`src/rtl/tobs_pkg.sv`:
```
package tobs_pkg;

    // Mode code {b1,b2}; the encoding is fixed by the requirements.
    typedef enum logic [1:0] {
        MODE_SHIFT   = 2'b00,
        MODE_PATGEN  = 2'b01,
        MODE_CAPTURE = 2'b10,
        MODE_SIGN    = 2'b11
    } tobs_mode_e;

endpackage

```
`src/rtl/tobs_cell_mux.sv`:
```
module tobs_cell_mux
    import tobs_pkg::*;
#(
    parameter int WIDTH = 8
) (
    input  tobs_mode_e       mode,
    input  logic [WIDTH-1:0] cells,
    input  logic [WIDTH-1:0] par_in,
    input  logic             head_bit,
    output logic [WIDTH-1:0] cells_next
);
    // Each stage picks its next value on its own; stage 0 takes the head bit.
    for (genvar i = 0; i < WIDTH; i++) begin : g_stage
        logic shifted;
        if (i == 0) begin : g_first
            assign shifted = head_bit;
        end else begin : g_rest
            assign shifted = cells[i-1];
        end

        always_comb begin
            unique case (mode)
                MODE_SHIFT:   cells_next[i] = shifted;
                MODE_PATGEN:  cells_next[i] = shifted;
                MODE_CAPTURE: cells_next[i] = par_in[i];
                MODE_SIGN:    cells_next[i] = shifted ^ par_in[i];
                default:      cells_next[i] = shifted;
            endcase
        end
    end
endmodule

```
`config.mk`:
```
export PLATFORM = sky130hd
export DESIGN_NAME = tobs_cell_mux
export DESIGN_NICKNAME = d
export VERILOG_FILES = /design/src/rtl/tobs_pkg.sv /design/src/rtl/tobs_cell_mux.sv
export SDC_FILE = /design/constraint.sdc
export NUM_CORES = 1
export LEC_CHECK = 0
export BUFFER_PORTS_ARGS = -buffer_cell sky130_fd_sc_hd__buf_2
export CORE_AREA = 3 3 40 42
export DETAILED_ROUTE_END_ITERATION = 7
export DIE_AREA = 0 0 43 45
export GPL_ROUTABILITY_DRIVEN = 1
export GPL_TIMING_DRIVEN = 1
export MAX_ROUTING_LAYER = met4
export PLACE_DENSITY_LB_ADDON = 0.12
export SYNTH_ARGS = -nofsm -noshare
export SYNTH_HDL_FRONTEND = slang
export SYNTH_SLANG_ARGS = --single-unit
```
`constraint.sdc`:
```
create_clock -name vclk -period 0.9
set_input_delay 0.09 -clock vclk [all_inputs]
set_output_delay 0.09 -clock vclk [all_outputs]
set_load 0.005 [all_outputs]
```
==> impl_metrics.yaml, run 1 <==
worst_hold_path:
  hp-class: "input pin to primary output"
  worstHoldStart: "par_in[5]"
  hold_end: "cells_next[5]"
  hold_path_depth: 3
critical_path:
  crit_slowest_cell: "buf_4"
  cp_num_buf_inv: 3
  arrival_ps: 750
  crit_path_start_kind: "input pin"
  crit_top_cell: "buf_2"
  crit_type: "input pin to primary output"
  critPathMaxFanout: 4
  required_ps: 810
  cp-end-kind: "primary output"
  crit_family: "buffers and inverters"
  cp-startpoint: "mode[1]"
  slowest_delay_ps: 150
  path_cells: "buf_2 -> buf_4 -> a21o_1 -> o211a_1 -> buf_2"
detailed_routing:
  drc: 0
  drt_wl_total_um: 728
  drtPass1Iterations: 4
  wl_per_cell_um: 10.4
  post_drt_via_cell_ratio: 4.67
  vias: 327
  drt_iter0_drc: 2
  ant_nets: 0
finish:
  drive_gt1_frac: 0.564
  nets: 76
  multi_input_comb_area_sq_um: 204
  layout_commonest_cell: "buf_2"
  syn_to_final_growth_pct: 63.7
  final-seq-area_sq_um: 0
  n_clock_buffer: 0
  n_antenna_cell: 0
  fill_cells: 147
  mostFrequentLayoutCells: "buf_2 (26), nand4_1 (8), a21o_1 (8), o211a_1 (8), buf_4 (3)"
  final_core_util: 0.308
  flops_and_latches: 0
floorplan:
  rows: 13
  die_h_um: 45
  die_area_sq_um: 1940
  io_pins: 27
  die_w_um: 43
  start_util: 0.188
  coreArea_sq_um: 1280
timing:
  setup_tns_ps: 0
  slew_violations: 0
  slew_headroom: 0.908
  min_period_ps: 840
  rsz0062_at_grt: "false"
  worst_pin_slew_ps: 138
  setup_viol: 0
  hold_violations: 0
  fmaxAchievable_mhz: 1190
  finalCritPeriodShare: 0.934
  layout_setup_ws_ps: 59.7
grt:
  antenna_found_initial: 0
  grt_max_degree: 9
  grt_util_all_layers: 0.0709
  grt_pass1_wl_um: 1120
  grt_pass1_vias: 263
  grt.overflow.total: 0
pwr:
  p_per_area_nw_per_um2: 467
  irDropWorstVdd_v: 0.000142
  leakage_nw: 0.247
logic_synthesis:
  ys_warn_count: 0
  syn_inst: 29
  seq_area_frac_synth: 0
  ys_types: 6
  yosys.area.top_type: "o211a_1"
  yosysTopAreaCellShare: 0.332
  netlist_area_sq_um: 241
  avgSynthCellArea_sq_um: 8.33
  syn-num-nets: 48
  yosys-top-cells-area: "o211a_1 (33%), a21o_1 (25%), nand4_1 (21%)"
placement:
  pre_cts_ws_ps: 59.6
  gp_congestion: 0.626
  io_buffers: 26
  place_hpwl_um: 593
cts:
  ctsHoldBuffers: 0
  cts.repair.resized: 0
  postCtsSetupBuffers: 0
flow_run:
  max_cap_viol_count: 0
run_status:
  run_status: "completed"
==> how the worst max path moves through the flow <==
| stage | end | slack [ps] | depth (start not counted) |
|---|---|---|---|
| floorplan | cells_next[0] | 160 | 4 |
| global placement | cells_next[3] | 60 | 5 |
| detailed placement | cells_next[3] | 60 | 5 |
| CTS | cells_next[3] | 50 | 5 |
| global route | cells_next[3] | 10 | 5 |
| finish | cells_next[3] | 60 | 5 |
==> metrics by stage <==
| stage | cells | power [mW] | hold WS, ps | area [sq um] |
|---|---|---|---|---|
| detailed placement | 70 | 0.186 | 517 | 395 |
| global placement | 70 | 0.187 | 521 | 395 |
| floorplan | 29 | 0.0941 | 325 | 241 |
| finish | 70 | 0.185 | 517 | 395 |
| global route | 70 | 0.205 | 535 | 395 |
| CTS | 70 | 0.187 | 520 | 395 |
==> cells by family after synthesis <==
group | synth area share
simple gates | 0.264
buf+inv | 0.155
compound gates | 0.580
==> report_power, final <==
group	internal, mW	total (mW)	switching (mW)	leakage (nW)
logic	0.108	0.185	0.0772	0.247
registers	0	0	0	0
clock network	0	0	0	0
total	0.108	0.185	0.0772	0.247
==> cell type report <==
cell class | instances | share of cell area
well taps | 15 | 0.0475
multi-input cells | 25 | 0.516
repair buffers | 30 | 0.437
==> Yosys cell counts (all sizes together) <==
cell    number
a21o         8
buf          4
nand2b       1
nand4        8
o211a        8
==> metal layers <==
layer / vias to the layer above / global-route usage / routed length [um]
met2: 18 / 0.123 / 311
met1: 133 / 0.0976 / 326
met5: - / - / 0
met3: 0 / 0.00398 / 91
li1: 176 / - / -
met4: 0 / 0 / 0
Note: power is estimated with default switching activity, not from simulation.
==> run 2: changes to the inputs <==
Settings changed: ABC_AREA set to 1.
==> run 2 against run 1 <==
Against the previous run: total power decreased by 0.39%; worst setup slack gained 30 ps; cell count grew 36%; combinational power is essentially flat; first-iteration DRC count grew to 3.5 times the previous value; clock-buffer cell count unchanged; sequential share of layout area unchanged.
==> impl_metrics.yaml, run 2 <==
run_status:
  run_status: "completed"
timing:
  hold_violations: 0
  worst_pin_slew_ps: 182
  min_period_ps: 810
  setup_viol: 0
  finalCritPeriodShare: 0.900
  holdWs_ps: 529
  rsz0062_at_grt: "false"
  setup_tns_ps: 0
  slew_headroom: 0.879
  fmaxAchievable_mhz: 1230
  slew_violations: 0
pwr:
  leakage_nw: 0.290
  irDropWorstVdd_v: 0.000107
  power_mw: 0.184
  p_per_area_nw_per_um2: 453
logic_synthesis:
  netlist_area_sq_um: 249
  syn-num-nets: 72
  synth-compound-area-share: 0
  syn_inst: 53
  synth-xor-area-share: 0
  post_synth_and_or_nand_nor_area_fraction: 0.729
  synth.most_common_cell: "nand2_1"
  ys_warn_count: 0
  synth_top_family_by_area: "simple AND/OR/NAND/NOR gates"
  synth_mux_area_frac: 0
  synthAdderAreaFrac: 0
  yosys-top-cells-area: "nand2_1 (48%), nand4_1 (20%), buf_6 (14%)"
  yosysTopAreaCellShare: 0.482
  seq_area_frac_synth: 0
  synthTopCellsByCount: "nand2_1 (32), inv_1 (8), nand4_1 (8)"
  yosys.area.top_type: "nand2_1"
  ys_types: 6
  avgSynthCellArea_sq_um: 4.70
cts:
  ctsHoldBuffers: 0
  cts.repair.resized: 0
  postCtsSetupBuffers: 0
finish:
  n_clock_buffer: 0
  drive_gt1_frac: 0.400
  final-seq-area_sq_um: 0
  nets: 101
  n_antenna_cell: 0
  syn_to_final_growth_pct: 63.3
  instances_no_fill: 95
  mostFrequentLayoutCells: "nand2_1 (32), buf_2 (26), nand4_1 (8), inv_1 (8), buf_4 (3)"
  flops_and_latches: 0
  layout_commonest_cell: "nand2_1"
floorplan:
  rows: 13
  io_pins: 27
  die_w_um: 43
  coreArea_sq_um: 1280
  start_util: 0.194
  die_h_um: 45
  die_area_sq_um: 1940
critical_path:
  critPathMaxFanout: 7
  required_ps: 810
  cp-end-kind: "primary output"
  arrival_ps: 720
  crit_type: "input pin to primary output"
  crit_path_start_kind: "input pin"
detailed_routing:
  ant_nets: 0
  drc: 0
  wl_met2_um: 310
  wl_per_cell_um: 7.60
  post_drt_via_cell_ratio: 4.14
  drt_iter0_drc: 7
  dr.max_layer_used: "met3"
  drt_wl_total_um: 722
  drtPass1Iterations: 3
  wl_met3_um: 77
  wl_met1_um: 334
  vias: 393
grt:
  antenna_found_initial: 0
  grt_max_degree: 9
  grt.overflow.total: 0
  grt_pass1_vias: 321
  grt_util_all_layers: 0.0734
  grt_pass1_wl_um: 1150
worst_hold_path:
  hp-class: "input pin to primary output"
placement:
  io_buffers: 26
  place_hpwl_um: 615
  dp.cells: 95
  gp_congestion: 0.583
flow_run:
  max_cap_viol_count: 0
[run 2: cell types whose count changed in the layout (fill, tap and decap cells not counted), sizes merged]
cell,before,now
a21o,8,0
inv,0,9
nand2,0,33
nand2b,1,0
o211a,8,0
[run 2: worst max-delay path, stage by stage]
cell and delay [ps]:
buf_2 190, buf_4 160, nand4_1 70, nand2_1 70
inv_1 30, buf_2 110
[run 2: power breakdown]
group          internal (mW)  total, mW  switching (mW)
combinational         0.0938      0.184          0.0903
sequential                 0          0               0
clock                      0          0               0
[run 2: area by class of cell]
type | instances | area, sq um
repair buffers | 30 | 173
inverters | 9 | 33.8
multi-input cells | 41 | 181
fillers | 162 | 878
well taps | 15 | 18.8
[run 2: cell families after synthesis]
family,Yosys count
buffers and inverters,12
and+or+nand+nor,41
[run 2: final timing paths]
| kind | cells after the start | start | to |
|---|---|---|---|
| min | 6 | head_bit | cells_next[0] |
| max | 6 | mode[1] | cells_next[7] |
[run 2: metal layers]
metal / vias to the layer above / GRT usage
met5: - / -
met1: 160 / 0.0952
met4: 0 / 0
li1: 217 / -
met3: 0 / 0.00398
met2: 16 / 0.135
[run 2: metrics by stage]
stage	worst slack, ps	util	area [sq um]
floorplan	305	-	249
global placement	88.1	0.316	407
detailed placement	78.9	0.316	407
CTS	78.0	0.316	407
global route	11.0	0.316	407
finish	89.9	0.316	407
==> run 3: changes to the inputs <==
Settings changed: BUFFER_PORTS_ARGS -buffer_cell sky130_fd_sc_hd__buf_2 to -buffer_cell sky130_fd_sc_hd__buf_4.
==> run 3 against run 2 <==
Against the previous run: die area did not move; final area up 10%; utilization up 3.3 points; via count decreased by 2.0%.
==> impl_metrics.yaml, run 3 (synthesized netlist as in run 2, its figures left out) <==
run_status:
  run_status: "completed"
timing:
  setup_viol: 0
  setup_tns_ps: 0
  rsz0062_at_grt: "false"
  worst_pin_slew_ps: 173
  min_period_ps: 795
  slew_headroom: 0.885
  finalCritPeriodShare: 0.884
  hold_violations: 0
  slew_violations: 0
  fmaxAchievable_mhz: 1260
critical_path:
  crit_type: "input pin to primary output"
  arrival_ps: 710
  crit_path_start_kind: "input pin"
  cp.depth: 7
  cp_num_buf_inv: 3
  path_cells: "buf_4 -> nand2_4 -> nand2_1 -> nand2_1 -> nand2_1 -> inv_1 -> buf_4"
  crit_top_cell: "nand2_1"
  cp-end-kind: "primary output"
  cp-startpoint: "mode[1]"
  slowest_delay_ps: 190
  crit_family: "buffers and inverters"
  critPathMaxFanout: 17
  required_ps: 810
  crit_slowest_cell: "buf_4"
finish:
  instances_no_fill: 92
  drive_gt1_frac: 0.377
  n_clock_buffer: 0
  fill_cells: 150
  flops_and_latches: 0
  final-seq-area_sq_um: 0
  layout_commonest_cell: "nand2_1"
  mostFrequentLayoutCells: "nand2_1 (32), buf_4 (26), nand4_1 (8), inv_1 (8)"
  n_antenna_cell: 0
  final_core_util: 0.350
  nets: 98
  syn_to_final_growth_pct: 80.4
detailed_routing:
  drt_wl_total_um: 770
  drtPass1Iterations: 3
  drc: 0
  vias: 385
  drt_iter0_drc: 3
  wl_per_cell_um: 8.37
  post_drt_via_cell_ratio: 4.18
  ant_nets: 0
pwr:
  p_per_area_nw_per_um2: 479
  irDropWorstVdd_v: 0.000179
  power_mw: 0.215
  leakage_nw: 0.298
placement:
  dp.cells: 92
  gp_congestion: 0.576
  place_hpwl_um: 607
  io_buffers: 26
floorplan:
  die_area_sq_um: 1940
  rows: 13
  die_w_um: 43
  die_h_um: 45
  coreArea_sq_um: 1280
  start_util: 0.194
  io_pins: 27
cts:
  cts.repair.resized: 0
  postCtsSetupBuffers: 0
  ctsHoldBuffers: 0
grt:
  grt.overflow.total: 0
  grt_max_degree: 18
  grt_pass1_wl_um: 972
  grt_pass1_vias: 249
  antenna_found_initial: 0
  grt_util_all_layers: 0.0623
worst_hold_path:
  hold_path_depth: 6
  hp-class: "input pin to primary output"
  worstHoldStart: "cells[4]"
flow_run:
  max_cap_viol_count: 0
-- run 3: report_power, final --
group / switching, mW / internal (mW) / leakage [nW]
clock network: 0 / 0 / 0
logic: 0.0910 / 0.124 / 0.298
registers: 0 / 0 / 0
total: 0.0910 / 0.124 / 0.298
-- run 3: per-layer routing --
| metal | vias up | track usage | part of all wire |
|---|---|---|---|
| met1 | 155 | 0.0857 | 0.46 |
| met5 | - | - | 0 |
| li1 | 214 | - | - |
| met3 | 0 | 0.00398 | 0.10 |
| met4 | 0 | 0 | 0 |
| met2 | 16 | 0.108 | 0.44 |
-- run 3: stage by stage --
stage          setup slack (ps)  hold slack [ps]  instance area, sq um
6_report                    105              526                   449
2_1_floorplan               305              340                   249
4_1_cts                    93.9              532                   449
5_1_grt                    19.1              558                   449
3_3_place_gp               95.8              529                   449
3_5_place_dp               95.8              527                   449
-- run 3: path summary, 6_finish.rpt --
path | endpoint | slack, ps
hold / removal | cells_next[5] | 530
setup / recovery | cells_next[1] | 100
-- run 3: cell type report --
cell class	instances	area, sq um	share of cell area
inverters	9	33.8	0.0752
repair buffers	27	215	0.479
multi-input cells	41	181	0.404
well taps	15	18.8	0.0418
-- run 3: worst min-delay path, stage by stage --
cell     delay (ps)
buf_4            80
nand2_1          40
nand2_1          40
nand2_1          40
inv_1            40
buf_4           100
